### config.mk
export PLATFORM = sky130hd
export DESIGN_NAME = win_watchdog
export DESIGN_NICKNAME = d
export VERILOG_FILES = /design/src/rtl/win_watchdog.sv
export SDC_FILE = /design/constraint.sdc
export NUM_CORES = 1
export LEC_CHECK = 0
export ABC_AREA = 1
export BUFFER_PORTS_ARGS = -buffer_cell sky130_fd_sc_hd__buf_4
export CORE_UTILIZATION = 30
export DETAILED_ROUTE_END_ITERATION = 7
export PLACE_DENSITY = 0.49
export SKIP_CTS_REPAIR_TIMING = 1
export SLEW_MARGIN = 30
export SYNTH_ARGS = -nofsm -noshare
export SYNTH_HDL_FRONTEND = slang
export SYNTH_SLANG_ARGS = --single-unit
### constraint.sdc
create_clock -name clk -period 5.5 [get_ports clk]
set_clock_uncertainty 0.15 [all_clocks]
set_input_delay 0 -clock clk [delete_from_list [all_inputs] [get_ports clk]]
set_output_delay 0 -clock clk [all_outputs]
set_load 0.005 [all_outputs]
### src/rtl/win_watchdog.sv
module win_watchdog #(
  parameter int NCH = 8,
  parameter int DW  = 24,
  localparam int CHW = (NCH > 1) ? $clog2(NCH) : 1
) (
  input  logic           clk,
  input  logic           rst_n,
  input  logic           hi_we,
  input  logic [DW-1:0]  hi_wdata,
  input  logic           lo_we,
  input  logic [DW-1:0]  lo_wdata,
  input  logic           mask_we,
  input  logic [NCH-1:0] mask_wdata,
  input  logic           src_we,
  input  logic           src_wdata,
  input  logic           ien_we,
  input  logic           ien_wdata,
  input  logic [NCH-1:0] clr_hi,
  input  logic [NCH-1:0] clr_lo,
  input  logic           flt_valid,
  input  logic [CHW-1:0] flt_ch,
  input  logic [DW-1:0]  flt_data,
  input  logic           res_valid,
  input  logic [CHW-1:0] res_ch,
  input  logic [DW-1:0]  res_data,
  output logic [NCH-1:0] hi_flags,
  output logic [NCH-1:0] lo_flags,
  output logic           irq,
  output logic           brk
);

  localparam logic [DW-1:0] THR_MAX = {1'b0, {(DW-1){1'b1}}};
  localparam logic [DW-1:0] THR_MIN = {1'b1, {(DW-1){1'b0}}};

  logic signed [DW-1:0] hi_thr, lo_thr;
  logic [NCH-1:0]       ch_mask;
  logic                 src_sel, irq_en;

  always_ff @(posedge clk or negedge rst_n) begin
    if (!rst_n) begin
      hi_thr  <= THR_MAX;
      lo_thr  <= THR_MIN;
      ch_mask <= '0;
      src_sel <= 1'b0;
      irq_en  <= 1'b0;
    end else begin
      if (hi_we)   hi_thr  <= hi_wdata;
      if (lo_we)   lo_thr  <= lo_wdata;
      if (mask_we) ch_mask <= mask_wdata;
      if (src_we)  src_sel <= src_wdata;
      if (ien_we)  irq_en  <= ien_wdata;
    end
  end

  logic                 s_valid;
  logic [CHW-1:0]       s_ch;
  logic signed [DW-1:0] s_data;

  assign s_valid = src_sel ? res_valid : flt_valid;
  assign s_ch    = src_sel ? res_ch    : flt_ch;
  assign s_data  = src_sel ? res_data  : flt_data;

  logic over, under;
  assign over  = s_data > hi_thr;
  assign under = s_data < lo_thr;

  logic [NCH-1:0] ch_hit, set_hi, set_lo;

  for (genvar g = 0; g < NCH; g++) begin : g_chan
    assign ch_hit[g] = s_valid && (s_ch == CHW'(g)) && ch_mask[g];
    assign set_hi[g] = ch_hit[g] && over;
    assign set_lo[g] = ch_hit[g] && under;

    always_ff @(posedge clk or negedge rst_n) begin
      if (!rst_n) begin
        hi_flags[g] <= 1'b0;
        lo_flags[g] <= 1'b0;
      end else begin
        hi_flags[g] <= (hi_flags[g] && !clr_hi[g]) || set_hi[g];
        lo_flags[g] <= (lo_flags[g] && !clr_lo[g]) || set_lo[g];
      end
    end
  end

  always_ff @(posedge clk or negedge rst_n) begin
    if (!rst_n) brk <= 1'b0;
    else        brk <= |{set_hi, set_lo};
  end

  assign irq = irq_en && (|{hi_flags, lo_flags});

endmodule

==> impl.org <==
** Status
- Status :: complete, but fails checks
- Violated checks :: design-rule violations, negative hold slack

** Clock network
- Total number of clock tree sinks :: 75
- Maximum level of the CTS H-tree :: 3
- Clock-pin slew was measured on the worst setup and hold paths at 0.06 ns.
- Clock tree synthesis inserted a total of 9 buffers.
- Insertion delay of the later-clocked pin in the worst-skew pair :: 0.34 ns
- The tree is rooted in a sky130_fd_sc_hd__clkbuf_16.
- TritonCTS clock tree :: built
- In this run the deepest clock path goes through 2 buffers.

** Placed design
- Number of input and output port buffers inserted :: 154
- Post-placement worst setup slack :: 2.34 ns
- Placer congestion estimate :: 0.814
- Post-detail-place hpwl :: 10100 microns

** Synth
- Post-synthesis sequential area ratio :: 42.1%
- Cell variety after synth :: 25
- Cell type with the highest aggregate area in the netlist :: sky130_fd_sc_hd__dfrtp_1
- Post-synthesis net count :: 782
- Post-synth design cell area :: 4530 sq um
- After Yosys synthesis, XOR and XNOR cells account for 0% of the synthesized area.
- Simple-gate share of the synthesized area :: 22.7%
- Combinational family with the most area after synthesis :: simple AND/OR/NAND/NOR gates
- Share of cell area taken by muxes after synthesis :: 0.498%
- By area the synthesized netlist is led by sky130_fd_sc_hd__dfrtp_1 28%, sky130_fd_sc_hd__nand2_1 18%, sky130_fd_sc_hd__dfstp_2 14%.
- Synthesis produced a netlist whose cell count is 598.
- After synthesis, the largest area contributor takes up 28.2% of total cell area.
- Summing the areas of all fa, ha and maj instances in the mapped netlist gives 13.0% of the synthesized area.
- The synthesized netlist devotes 12.5% of its cell area to compound gates.
- Synth warn :: 0
- Post-synthesis sequential element count :: 75
- Each instance of the synthesized netlist takes up on average 7.57 sq um.

** Global route
- The number of global-route vias before repair came to 4315.
- Largest net degree at the start of global routing :: 48
- The initial antenna violation count came to 0.
- Global router's overall resource usage :: 17.4%
- Global route total overflow :: 0
- The first global-routing pass estimated 21200 microns of wire.

** Critical path
- The most numerous cell type found on the critical path is sky130_fd_sc_hd__nand2_1.
- Worst reg2reg endpoint :: brk
- Largest delay share family, worst path :: simple AND/OR/NAND/NOR gates
- Together, buffers and inverters on the worst path number 1.
- Of all nets on the critical path, the largest fanout is 29.
- Critical Path RT :: 5.62 ns
- Highest-delay cell along the critical path :: sky130_fd_sc_hd__clkinv_1
- Type of destination of the critical path :: register
- Slowest cell delay on critical path :: 0.69 ns
- For the worst setup path, the data arrival time is 3.54 ns.
- Critical path class :: reg2reg
- List of cells traversed by the critical path :: clkinv_1 > nand2_1 > nand2_1 > ha_1 > nand2_1 > nor2_1 > nand2_1 > nor4_1 > nand2_1 > nand2_1 > nand2_1 > nand2_1 > o41ai_1 > nand3_1
- In this run the critical register-to-register path is launched from src_sel.
- Worst R2R Path Depth :: 14
- Setup slack, reg-to-reg :: 2.08 ns
- The worst setup path is launched from a register.

** Hold path
- For hold timing, the worst endpoint is hi_thr[13].
- The min-delay analysis places its worst path in the category in2reg.
- Hold Path Stages :: 3
- Worst hold path startpoint :: hi_we

** Power and ir drop
- In this run the static leakage power is 3.70 nW.
- Power spread over the standard cell area amounts to 225 nW/um^2.
- The completed layout was analyzed and its total power is 1.63 mW.
- VDD sags by at most 122 uV.

** Detailed routing
- The count of nets left with antenna violations once routing finished came out at 0.
- After detailed routing, the number of remaining DRC violations is 14.
- Detailed-router iteration count before antenna repair :: 6
- In this run, the number of DRC markers left after iteration 0 of detailed routing was 255.
- Using the TritonRoute via totals, the vias-per-cell ratio works out to 4.46.
- In the final routed layout, each cell accounts on average for 13.2 microns.
- Final routed wirelength across all metal layers :: 13800 microns
- The detailed router placed 4657 vias in this run.

** Timing
- Shortest clock period the worst path allows after layout :: 3.42 ns
- Setup repair after global routing missed its margin :: no
- Max Slew Vio Count :: 0
- For the pin with the worst max-slew slack, the measured transition is 0.893 ns.
- Setup violations remaining at the end of the flow were counted as 0.
- Measured against its own limit, the worst slew margin works out to 40.1%.
- Fin Hold WS :: -0.0659 ns
- The worst path meets setup with 2.08 ns of slack.
- Hold violation count in the final report :: 19
- Setup_tns :: 0 ns
- After layout, the worst path uses 62.2% of the clock period.
- Derived from the worst setup path, the maximum achievable clock frequency is 293 MHz.

** Floorplanning
- Standard-cell rows :: 44
- The floorplan step defined a die boundary enclosing 15600 sq um.
- Starting Density :: 30.9%
- For this design the top-level I/O count stands at 155.
- The die is 125 microns tall.
- Width of the die :: 125 microns
- Area of the core :: 14600 sq um

** Final layout
- Of the cells placed in the final design, the portion with a size suffix greater than 1 is 23.1%.
- Antenna cell count :: 0
- Number of filler instances in the final layout :: 1409
- Compared with the post-synthesis result, the final layout area differs by 59.8%.
- At the end of the flow, the number of nets in the layout was 1041.

** Flow run
- Max-cap violations in this run came to 0.
[metal layers]
metal  track usage (%)  share of wire, %  vias up
met4              6.46               1.7        0
met5                 0                 0        -
met3              3.14               3.1       19
li1                  -                 -     2426
met1              21.7                46     2123
met2              29.9                49       89
[where the power goes]
part | switching (mW) | internal (mW) | leakage (nW)
combinational | 0.239 | 0.231 | 2.67
clock | 0.226 | 0.312 | 0.130
sequential | 0.0136 | 0.607 | 0.900
[tightest hold or removal path, cell delays in order]
cell and delay, ns:
sky130_fd_sc_hd__buf_4 0.25, sky130_fd_sc_hd__nand2_1 0.09, sky130_fd_sc_hd__o21ai_0 0.07
[registers in the layout, indices dropped and copies added, names as in the netlist]
signal	flops
brk	1
ch_mask	8
hi_flags	8
hi_thr	24
irq_en	1
lo_flags	8
lo_thr	24
src_sel	1
[cells by family (layout without fill, tap and decap cells)]
kind of cell	Yosys count	count (layout)
AND/OR/NAND/NOR	260	260
buffers and inverters	108	371
AO/OA/AOI/OAI	106	106
flip-flops	75	75
adder cells (fa/ha/maj)	47	47
multiplexers	2	2
[synthesized netlist by cell type]
| library cell | count |
|---|---|
| sky130_fd_sc_hd__o41ai_1 | 2 |
| sky130_fd_sc_hd__o211ai_1 | 4 |
| sky130_fd_sc_hd__nor4_1 | 5 |
| sky130_fd_sc_hd__clkbuf_1 | 15 |
| sky130_fd_sc_hd__a21o_1 | 2 |
| sky130_fd_sc_hd__nand3_1 | 6 |
| sky130_fd_sc_hd__a41oi_1 | 1 |
| sky130_fd_sc_hd__a21boi_2 | 1 |
| sky130_fd_sc_hd__mux2_2 | 2 |
| sky130_fd_sc_hd__dfrtp_1 | 51 |
| sky130_fd_sc_hd__nand3_2 | 1 |
| sky130_fd_sc_hd__buf_6 | 1 |
| sky130_fd_sc_hd__nor2_1 | 18 |
| sky130_fd_sc_hd__a211oi_1 | 1 |
| sky130_fd_sc_hd__dfstp_2 | 24 |
| sky130_fd_sc_hd__nor3_1 | 8 |
| sky130_fd_sc_hd__o21ai_1 | 1 |
| sky130_fd_sc_hd__inv_1 | 91 |
| sky130_fd_sc_hd__nand2_1 | 216 |
| sky130_fd_sc_hd__ha_1 | 47 |
| sky130_fd_sc_hd__and2_1 | 1 |
| sky130_fd_sc_hd__o21ai_0 | 77 |
| sky130_fd_sc_hd__a21oi_1 | 17 |
| sky130_fd_sc_hd__nand4_1 | 5 |
| sky130_fd_sc_hd__buf_4 | 1 |
[through the flow]
stage                     util, %  hold WS (ns)  cell area (sq um)  std cells
after CTS                    41.9        -0.545               6140        936
after floorplan                 -        -0.446               4530        598
after detailed placement     40.1        -0.184               5870        921
final                        49.4       -0.0659               7230       1045
after global routing         49.4    -0.0000547               7230       1045
after global placement       39.9        0.0318               5850        920
[final cells by class]
cell class	count	area, sq um	share of cell area, %
repair buffers	265	2280	31.6
multi-input cells	415	2200	30.5
flip-flops and latches	75	1910	26.4
inverters	91	342	4.72
clock buffers	10	239	3.30
well taps	184	230	3.18
clock inverters	5	30.0	0.415
[cells in the final DEF (no fill, tap or decap), types with 9 or more instances in the layout]
master                          count
sky130_fd_sc_hd__inv_1             90
sky130_fd_sc_hd__o21ai_0           77
sky130_fd_sc_hd__dfstp_2           24
sky130_fd_sc_hd__buf_4            155
sky130_fd_sc_hd__a21oi_1           17
sky130_fd_sc_hd__dlygate4sd3_1    109
sky130_fd_sc_hd__nor2_1            18
sky130_fd_sc_hd__ha_1              47
sky130_fd_sc_hd__dfrtp_1           51
sky130_fd_sc_hd__clkbuf_16          9
sky130_fd_sc_hd__nand2_1          216
[worst max-delay path by stage]
| stage | endpoint | depth (start not counted) | start | slack, ns |
|---|---|---|---|---|
| after floorplan | brk | 16 | src_sel | 3.06 |
| after global placement | lo_flags[1] | 14 | src_sel | 2.39 |
| after detailed placement | brk | 13 | src_sel | 2.34 |
| after CTS | brk | 13 | src_sel | 2.32 |
| after global routing | brk | 13 | src_sel | 1.68 |
| final | brk | 14 | src_sel | 2.08 |
No activity file was read; power rests on OpenSTA's default activity.
